`config.mk`:
```
export PLATFORM = sky130hd
export DESIGN_NAME = wpc_top
export DESIGN_NICKNAME = d
export VERILOG_FILES = /design/src/rtl/wpc_pkg.sv /design/src/rtl/wpc_code_dec.sv /design/src/rtl/wpc_region_dec.sv /design/src/rtl/wpc_sticky_flag.sv /design/src/rtl/wpc_top.sv
export SDC_FILE = /design/constraint.sdc
export NUM_CORES = 1
export LEC_CHECK = 0
export CORE_AREA = 2 2 39 41
export DETAILED_ROUTE_END_ITERATION = 10
export DIE_AREA = 0 0 41 43
export PLACE_DENSITY = 0.33
export SYNTH_ARGS = -nofsm -noshare
export SYNTH_HDL_FRONTEND = slang
export SYNTH_SLANG_ARGS = --single-unit
```
`constraint.sdc`:
```
create_clock -name clk -period 0.8 [get_ports clk]
set_clock_uncertainty 0.1 [all_clocks]
set_input_delay 0.16 -clock clk [delete_from_list [all_inputs] [get_ports clk]]
set_output_delay 0.16 -clock clk [all_outputs]
set_load 0.005 [all_outputs]
```
`src/rtl/wpc_pkg.sv`:
```
package wpc_pkg;

   typedef enum logic [1:0] {
      ACC_NONE  = 2'd0,
      ACC_ARRAY = 2'd1,
      ACC_GUARD = 2'd2
   } acc_kind_t;

endpackage

```
`src/rtl/wpc_code_dec.sv`:
```
module wpc_code_dec
   import wpc_pkg::*;
#(
   parameter int                CODE_W     = 4,
   parameter logic [CODE_W-1:0] ARRAY_CODE = 4'b1010,
   parameter logic [CODE_W-1:0] GUARD_CODE = 4'b0110
) (
   input  logic [CODE_W-1:0] code,
   output acc_kind_t         kind
);

   generate
      if (CODE_W < 1) begin : g_bad_width
         $error("wpc_code_dec: CODE_W must be at least 1");
      end
      if (ARRAY_CODE == GUARD_CODE) begin : g_bad_codes
         $error("wpc_code_dec: array and guard codes must differ");
      end
   endgenerate

   always_comb begin
      if (code == ARRAY_CODE)      kind = ACC_ARRAY;
      else if (code == GUARD_CODE) kind = ACC_GUARD;
      else                         kind = ACC_NONE;
   end

endmodule

```
`src/rtl/wpc_region_dec.sv`:
```
module wpc_region_dec #(
   parameter int ADDR_W    = 8,
   parameter bit GUARD_LOW = 1'b1
) (
   input  logic [ADDR_W-1:0] addr,
   output logic              in_guard
);

   localparam int MSB = ADDR_W - 1;

   generate
      if (ADDR_W < 2) begin : g_bad_width
         $error("wpc_region_dec: ADDR_W must be at least 2");
      end
      if (GUARD_LOW) begin : g_low_half
         assign in_guard = ~addr[MSB];
      end else begin : g_high_half
         assign in_guard = addr[MSB];
      end
   endgenerate

endmodule

```
`src/rtl/wpc_sticky_flag.sv`:
```
module wpc_sticky_flag #(
   parameter bit INIT = 1'b0
) (
   input  logic clk,
   input  logic set_req,
   output logic q
);

   logic q_r = INIT;

   always_ff @(posedge clk) begin
      if (set_req) q_r <= 1'b1;
   end

   assign q = q_r;

endmodule

```
`src/rtl/wpc_top.sv`:
```
module wpc_top
   import wpc_pkg::*;
#(
   parameter int                CODE_W     = 4,
   parameter int                ADDR_W     = 8,
   parameter logic [CODE_W-1:0] ARRAY_CODE = 4'b1010,
   parameter logic [CODE_W-1:0] GUARD_CODE = 4'b0110,
   parameter bit                GUARD_LOW  = 1'b1,
   parameter bit                GUARD_INIT = 1'b0
) (
   input  logic              clk,
   input  logic              rst_n,
   input  logic              prot_pin,
   input  logic [CODE_W-1:0] ctrl_code,
   input  logic              rd_sel,
   input  logic [ADDR_W-1:0] tgt_addr,
   input  logic              prog_strobe,
   output logic              commit_en,
   output logic              ack_en,
   output logic              guard_set
);

   localparam int                HALF     = 1 << (ADDR_W - 1);
   localparam logic [ADDR_W-1:0] HALF_VEC = ADDR_W'(HALF);

   acc_kind_t kind;
   logic      in_guard;
   logic      flag;
   logic      set_req;
   logic      is_arr;
   logic      is_grd;

   wpc_code_dec #(
      .CODE_W     (CODE_W),
      .ARRAY_CODE (ARRAY_CODE),
      .GUARD_CODE (GUARD_CODE)
   ) u_code (
      .code (ctrl_code),
      .kind (kind)
   );

   wpc_region_dec #(
      .ADDR_W    (ADDR_W),
      .GUARD_LOW (GUARD_LOW)
   ) u_region (
      .addr     (tgt_addr),
      .in_guard (in_guard)
   );

   wpc_sticky_flag #(
      .INIT (GUARD_INIT)
   ) u_flag (
      .clk     (clk),
      .set_req (set_req),
      .q       (flag)
   );

   assign is_arr = (kind == ACC_ARRAY);
   assign is_grd = (kind == ACC_GUARD);

   always_comb begin
      commit_en = rst_n & is_arr & ~rd_sel & ~prot_pin & ~(flag & in_guard);
      ack_en    = rst_n & (is_arr | (is_grd & ~flag));
      set_req   = rst_n & prog_strobe & is_grd & ~rd_sel & ~prot_pin & ~flag;
   end

   assign guard_set = flag;

   // the lock pin overrides everything
   a_r2_pin_blocks: assert property (@(posedge clk) disable iff (!rst_n)
      prot_pin |-> !commit_en);

   // guarded lower half refused once the flag is set
   a_r3_low_refused: assert property (@(posedge clk) disable iff (!rst_n)
      (guard_set && GUARD_LOW && tgt_addr < HALF_VEC) |-> !commit_en);

   // array frames always acknowledged
   a_r6_array_acked: assert property (@(posedge clk) disable iff (!rst_n)
      (ctrl_code == ARRAY_CODE) |-> ack_en);

   // guard code refused once the flag is set
   a_r7_guard_nack: assert property (@(posedge clk) disable iff (!rst_n)
      (guard_set && ctrl_code == GUARD_CODE) |-> !ack_en);

   // a qualifying program strobe sets the flag on the next cycle
   a_r8_flag_sets: assert property (@(posedge clk) disable iff (!rst_n)
      (prog_strobe && ctrl_code == GUARD_CODE && !rd_sel && !prot_pin) |=> guard_set);

   // without a qualifying strobe the flag stays clear
   a_r9_no_spurious_set: assert property (@(posedge clk) disable iff (!rst_n)
      (!guard_set && !(prog_strobe && ctrl_code == GUARD_CODE && !rd_sel && !prot_pin))
      |=> !guard_set);

   // the flag never falls
   a_r10_flag_sticky: assert property (@(posedge clk) disable iff (!rst_n)
      guard_set |=> guard_set);

endmodule

```
==> results of run 1 <==
cells in the mapped netlist (all sizes together):
master and instances:
nand2 1, conb 1, nor4 1, nand4bb 1, buf 1, nor4b 1
critical path, delay by kind of cell:
| kind | cells | cell delay (ps) |
|---|---|---|
| buf+inv | 2 | 240 |
| simple gates | 2 | 420 |
cell usage in the layout (no fill, tap or decap), drive strengths merged:
| cell type | instances |
|---|---|
| buf | 9 |
| conb | 1 |
| dlymetal6s2s | 1 |
| nand2 | 1 |
| nand4bb | 1 |
| nor4 | 1 |
| nor4b | 1 |
path summary, 6_finish.rpt:
path | cells past startpoint | to | from
max | 4 | commit_en | rd_sel
min | 3 | ack_en | ctrl_code[0]
area by class of cell:
| class | count | area [sq um] | share of cell area [%] |
|---|---|---|---|
| well taps | 16 | 20.0 | 11.0 |
| repair buffers | 10 | 82.6 | 45.5 |
| multi-input cells | 5 | 78.8 | 43.4 |
power by group through the flow:
stage,clock (mW),sequential [mW],combinational (mW)
finish,0,0,0.0630
floorplan,0,0,0.0122
CTS,0,0,0.0521
global placement,0,0,0.0531
global route,0,0,0.0680
detailed placement,0,0,0.0535
kinds of logic (layout without fill, tap and decap cells):
family	Yosys count	count (layout)
AND/OR/NAND/NOR	4	4
buffers and inverters	1	10
other	1	1
through the flow:
step | setup slack [ps] | utilization (%) | hold WS (ps) | instance area (sq um) | power (mW)
final | -290 | 13.1 | 443 | 181 | 0.0630
after global routing | -337 | 13.1 | 456 | 181 | 0.0680
after CTS | -352 | 11.1 | 444 | 154 | 0.0521
after detailed placement | -976 | 12.0 | 1190 | 166 | 0.0535
after global placement | -935 | 12.0 | 1190 | 166 | 0.0531
after floorplan | 38.9 | - | 244 | 53.8 | 0.0122
timing repair:
item	CTS	global route
setup endpoints to repair	2	2
resized for setup	39	3
pin swaps	4	1
per-layer routing:
metal,vias up,part of all wire (%),track usage (%)
li1,39,-,-
met1,35,51,6.33
met2,11,33,2.81
met3,0,15,0.524
met4,0,0,0
met5,-,0,0
==> reports/results.ini, run 1 <==
[timing]
rsz0062_at_grt = yes
hold_viol_final = 0
slew_viol_final = 0
period_share_pct = 136
final.setup.worst_slack_ps = -290
period_needed_ps = 1090
clock.fmax_mhz = 917
setup_viol = 2
tns_ps = -449

[clock_network]
cts_hold_buf = 0
cts_setup_buffers = 0

[placed_design]
place_inst = 31
numPortBuffers = 10
gp_congestion = 0.540

[floorplanning]
fp.dieW_um = 41
ioPinCount = 20
die-area_sq_mm = 0.00176
fp.coreArea_sq_mm = 0.00138
start_util_pct = 3.89
die_y_um = 43
rows = 14

[worst_setup_path]
worstPathMaxFanout = 1
crit_path_end_kind = primary output
critPathKind = in2out
cp.arrival_ps = 830
crit_required_ps = 540
cp-start-kind = input pin
critPathMaxStageDelay_ps = 220
path_cells = buf_6 > nand4bb_4 > nor4_4 > buf_2
crit_slowest_cell = nand4bb_4

[logic_synthesis]
synth.distinct_cells = 6
synth_top_family_by_area = simple AND/OR/NAND/NOR gates
synth_cells = 6
synth-warning-count = 0
synthSimpleGateAreaFrac_pct = 79.1
synthAdderAreaFrac_pct = 0
synth_compound_area_share_pct = 0
synth_area_leaders = nor4b_2, nor4_2, nand4bb_1
yosys.area.top_type = nor4b_2
synthXorXnorAreaFrac_pct = 0
ys_seq_area_share_pct = 0
muxShareOfSynthArea_pct = 0
synth_area_per_cell_sq_um = 8.97
synth_top_area_share_pct = 27.9
netlist_area_sq_um = 53.8
synth_nets = 23

[final_layout]
clkbuf_count = 0
area_growth_syn_to_layout_pct = 237
nFillCells = 153
seq_cells = 0
final_cells = 31
regArea_sq_um = 0
diodes = 0
drive_gt1_share_pct = 86.7
final_nets = 34

[power_and_ir_drop]
seq_power_share_pct = 0
power.switching_mw = 0.0234
ir_drop_v = 0.000103
p_comb_share_pct = 100.0
intPower_mw = 0.0395
p_leak_nw = 0.0814
power_density_mw_per_mm2 = 347
clkPwrFrac_pct = 0
swShare_pct = 37.2

[run_status]
failed_checks = setup timing
outcome = complete, but fails checks

[routing]
dr.pass1.iters = 1
vias_per_cell = 2.74
drt_iter0_drc = 0
routed_wirelength_um = 290
antenna_left = 0
drc = 0
vias = 85
avgRoutedWirePerCell_um = 9.35

[grt]
antenna_found_initial = 0
grt_usage_pct = 3.00
grt_pass1_vias = 69
overflow = 0
grt_max_degree = 3
grt_pass1_wl_um = 358

[min_path]
hold_path_class = in2out

[run]
maxCapViolCount = 0

Power figures use the tool's default switching activity.
==> run 2: changes to the inputs <==
Settings changed: CAP_MARGIN set to 5, CTS_BUF_LIST set to sky130_fd_sc_hd__clkbuf_8.
==> results of run 2 <==
No change in the layout: final DEF, timing and power equal those of run 1.
==> run 3: changes to the inputs <==
Settings changed: PLACE_DENSITY 0.33 to 0.32.
Clock period 0.8 ns to 1.3 ns, I/O delays scaled along.
==> run 3 against run 2 <==
Net effect:
- critical path type unchanged
- non-clock buffer count is the same
- highest routed layer unchanged
- cell count is the same
- the run now ends clean
- hold slack improved by 190 ps
- combinational power shrank 54%
==> reports/results.ini, run 3 (same netlist as run 1, synthesis figures left out) <==
[run_status]
outcome = finished clean

[power_and_ir_drop]
p_leak_nw = 0.0703
power_density_mw_per_mm2 = 189
ir_drop_v = 0.0000709

[grt]
grt_usage_pct = 3.10
antenna_found_initial = 0
overflow = 0
grt_pass1_vias = 88
grt_pass1_wl_um = 400
grt_max_degree = 3

[min_path]
hold_path_class = in2out
min_from = ctrl_code[0]
min_to = ack_en
hold_depth = 3

[routing]
antenna_left = 0
vias_per_cell = 2.77
drc = 0
avgRoutedWirePerCell_um = 8.16
drt_iter0_drc = 1
routed_wirelength_um = 253
dr.pass1.iters = 4
vias = 86

[clock_network]
cts_setup_buffers = 0

[placed_design]
numPortBuffers = 10
place_inst = 31
place_area_sq_um = 166
dp_slack_ps = -708
gp_congestion = 0.546

[worst_setup_path]
cp.arrival_ps = 880
crit_path_end_kind = primary output
crit_slowest_cell = nand4bb_1
crit_required_ps = 940
critPathKind = in2out
path_cells = buf_6 > nand4bb_1 > nor4_4 > buf_2
critPathMaxStageDelay_ps = 230
critPathTopFamily = simple AND/OR/NAND/NOR gates
critPathLaunch = rd_sel
cp-start-kind = input pin
path_buf_inv = 2
worstPathMaxFanout = 1

[final_layout]
regArea_sq_um = 0
design_area_sq_um = 153
final_nets = 34
drive_gt1_share_pct = 73.3
clkbuf_count = 0
area_growth_syn_to_layout_pct = 184
final_cells = 31
diodes = 0
nFillCells = 160
seq_cells = 0
final_cell_mix = clkbuf_2, buf_2, buf_6

[timing]
setup_viol = 0
tns_ps = 0
period_needed_ps = 1240
rsz0062_at_grt = no
hold_viol_final = 0
period_share_pct = 95.7
final.setup.worst_slack_ps = 55.7
clock.fmax_mhz = 804
slew_viol_final = 0

[floorplanning]
die-area_sq_mm = 0.00176
ioPinCount = 20
start_util_pct = 3.89
die_y_um = 43
fp.coreArea_sq_mm = 0.00138
rows = 14
fp.dieW_um = 41

[run]
maxCapViolCount = 0

[run 3: cell types whose count changed in the layout (fill, tap and decap cells not counted), sizes merged]
cell           before  now
buf                 9    5
clkbuf              0    3
clkdlybuf4s15       0    1
[run 3: worst max path at each step]
stage / to / depth (start not counted) / slack [ps]
2_1_floorplan: commit_en / 2 / 340
3_3_place_gp: commit_en / 4 / -650
3_5_place_dp: commit_en / 4 / -710
4_1_cts: commit_en / 4 / -80
5_1_grt: commit_en / 4 / 3
6_report: commit_en / 4 / 60
[run 3: final cells by class]
class                      instances  area (sq um)  area share (%)
multi-input combinational          5          57.6            37.7
tap                               16          20.0            13.1
timing repair buffer              10          75.1            49.2
[run 3: where the power goes]
group | switching (mW) | internal (mW) | leakage [nW]
clock | 0 | 0 | 0
sequential | 0 | 0 | 0
combinational | 0.0110 | 0.0179 | 0.0703
total | 0.0110 | 0.0179 | 0.0703
[run 3: through the flow]
step	hold slack, ps	power (mW)	util (%)
after floorplan	444	0.00750	-
after global placement	1380	0.0326	12.0
after detailed placement	1380	0.0333	12.0
after CTS	644	0.0290	11.0
after global routing	653	0.0322	11.0
final	638	0.0289	11.0
[run 3: repair_timing]
action,4_1_cts,5_1_grt
pin swaps,2,4
hold buffers,0,0
endpoints found under the setup margin,2,2
resized for setup,28,8
[run 3: worst min-delay path: stages]
cell and delay [ps]:
buf_6 70, nor4b_2 30, buf_2 120
[run 3: routing by layer]
layer,vias to the layer above,GRT usage (%),wire (um)
met5,-,0,0
met4,0,0,0
met3,0,1.05,69
met2,11,3.44,71
met1,36,5.70,113
li1,39,-,-
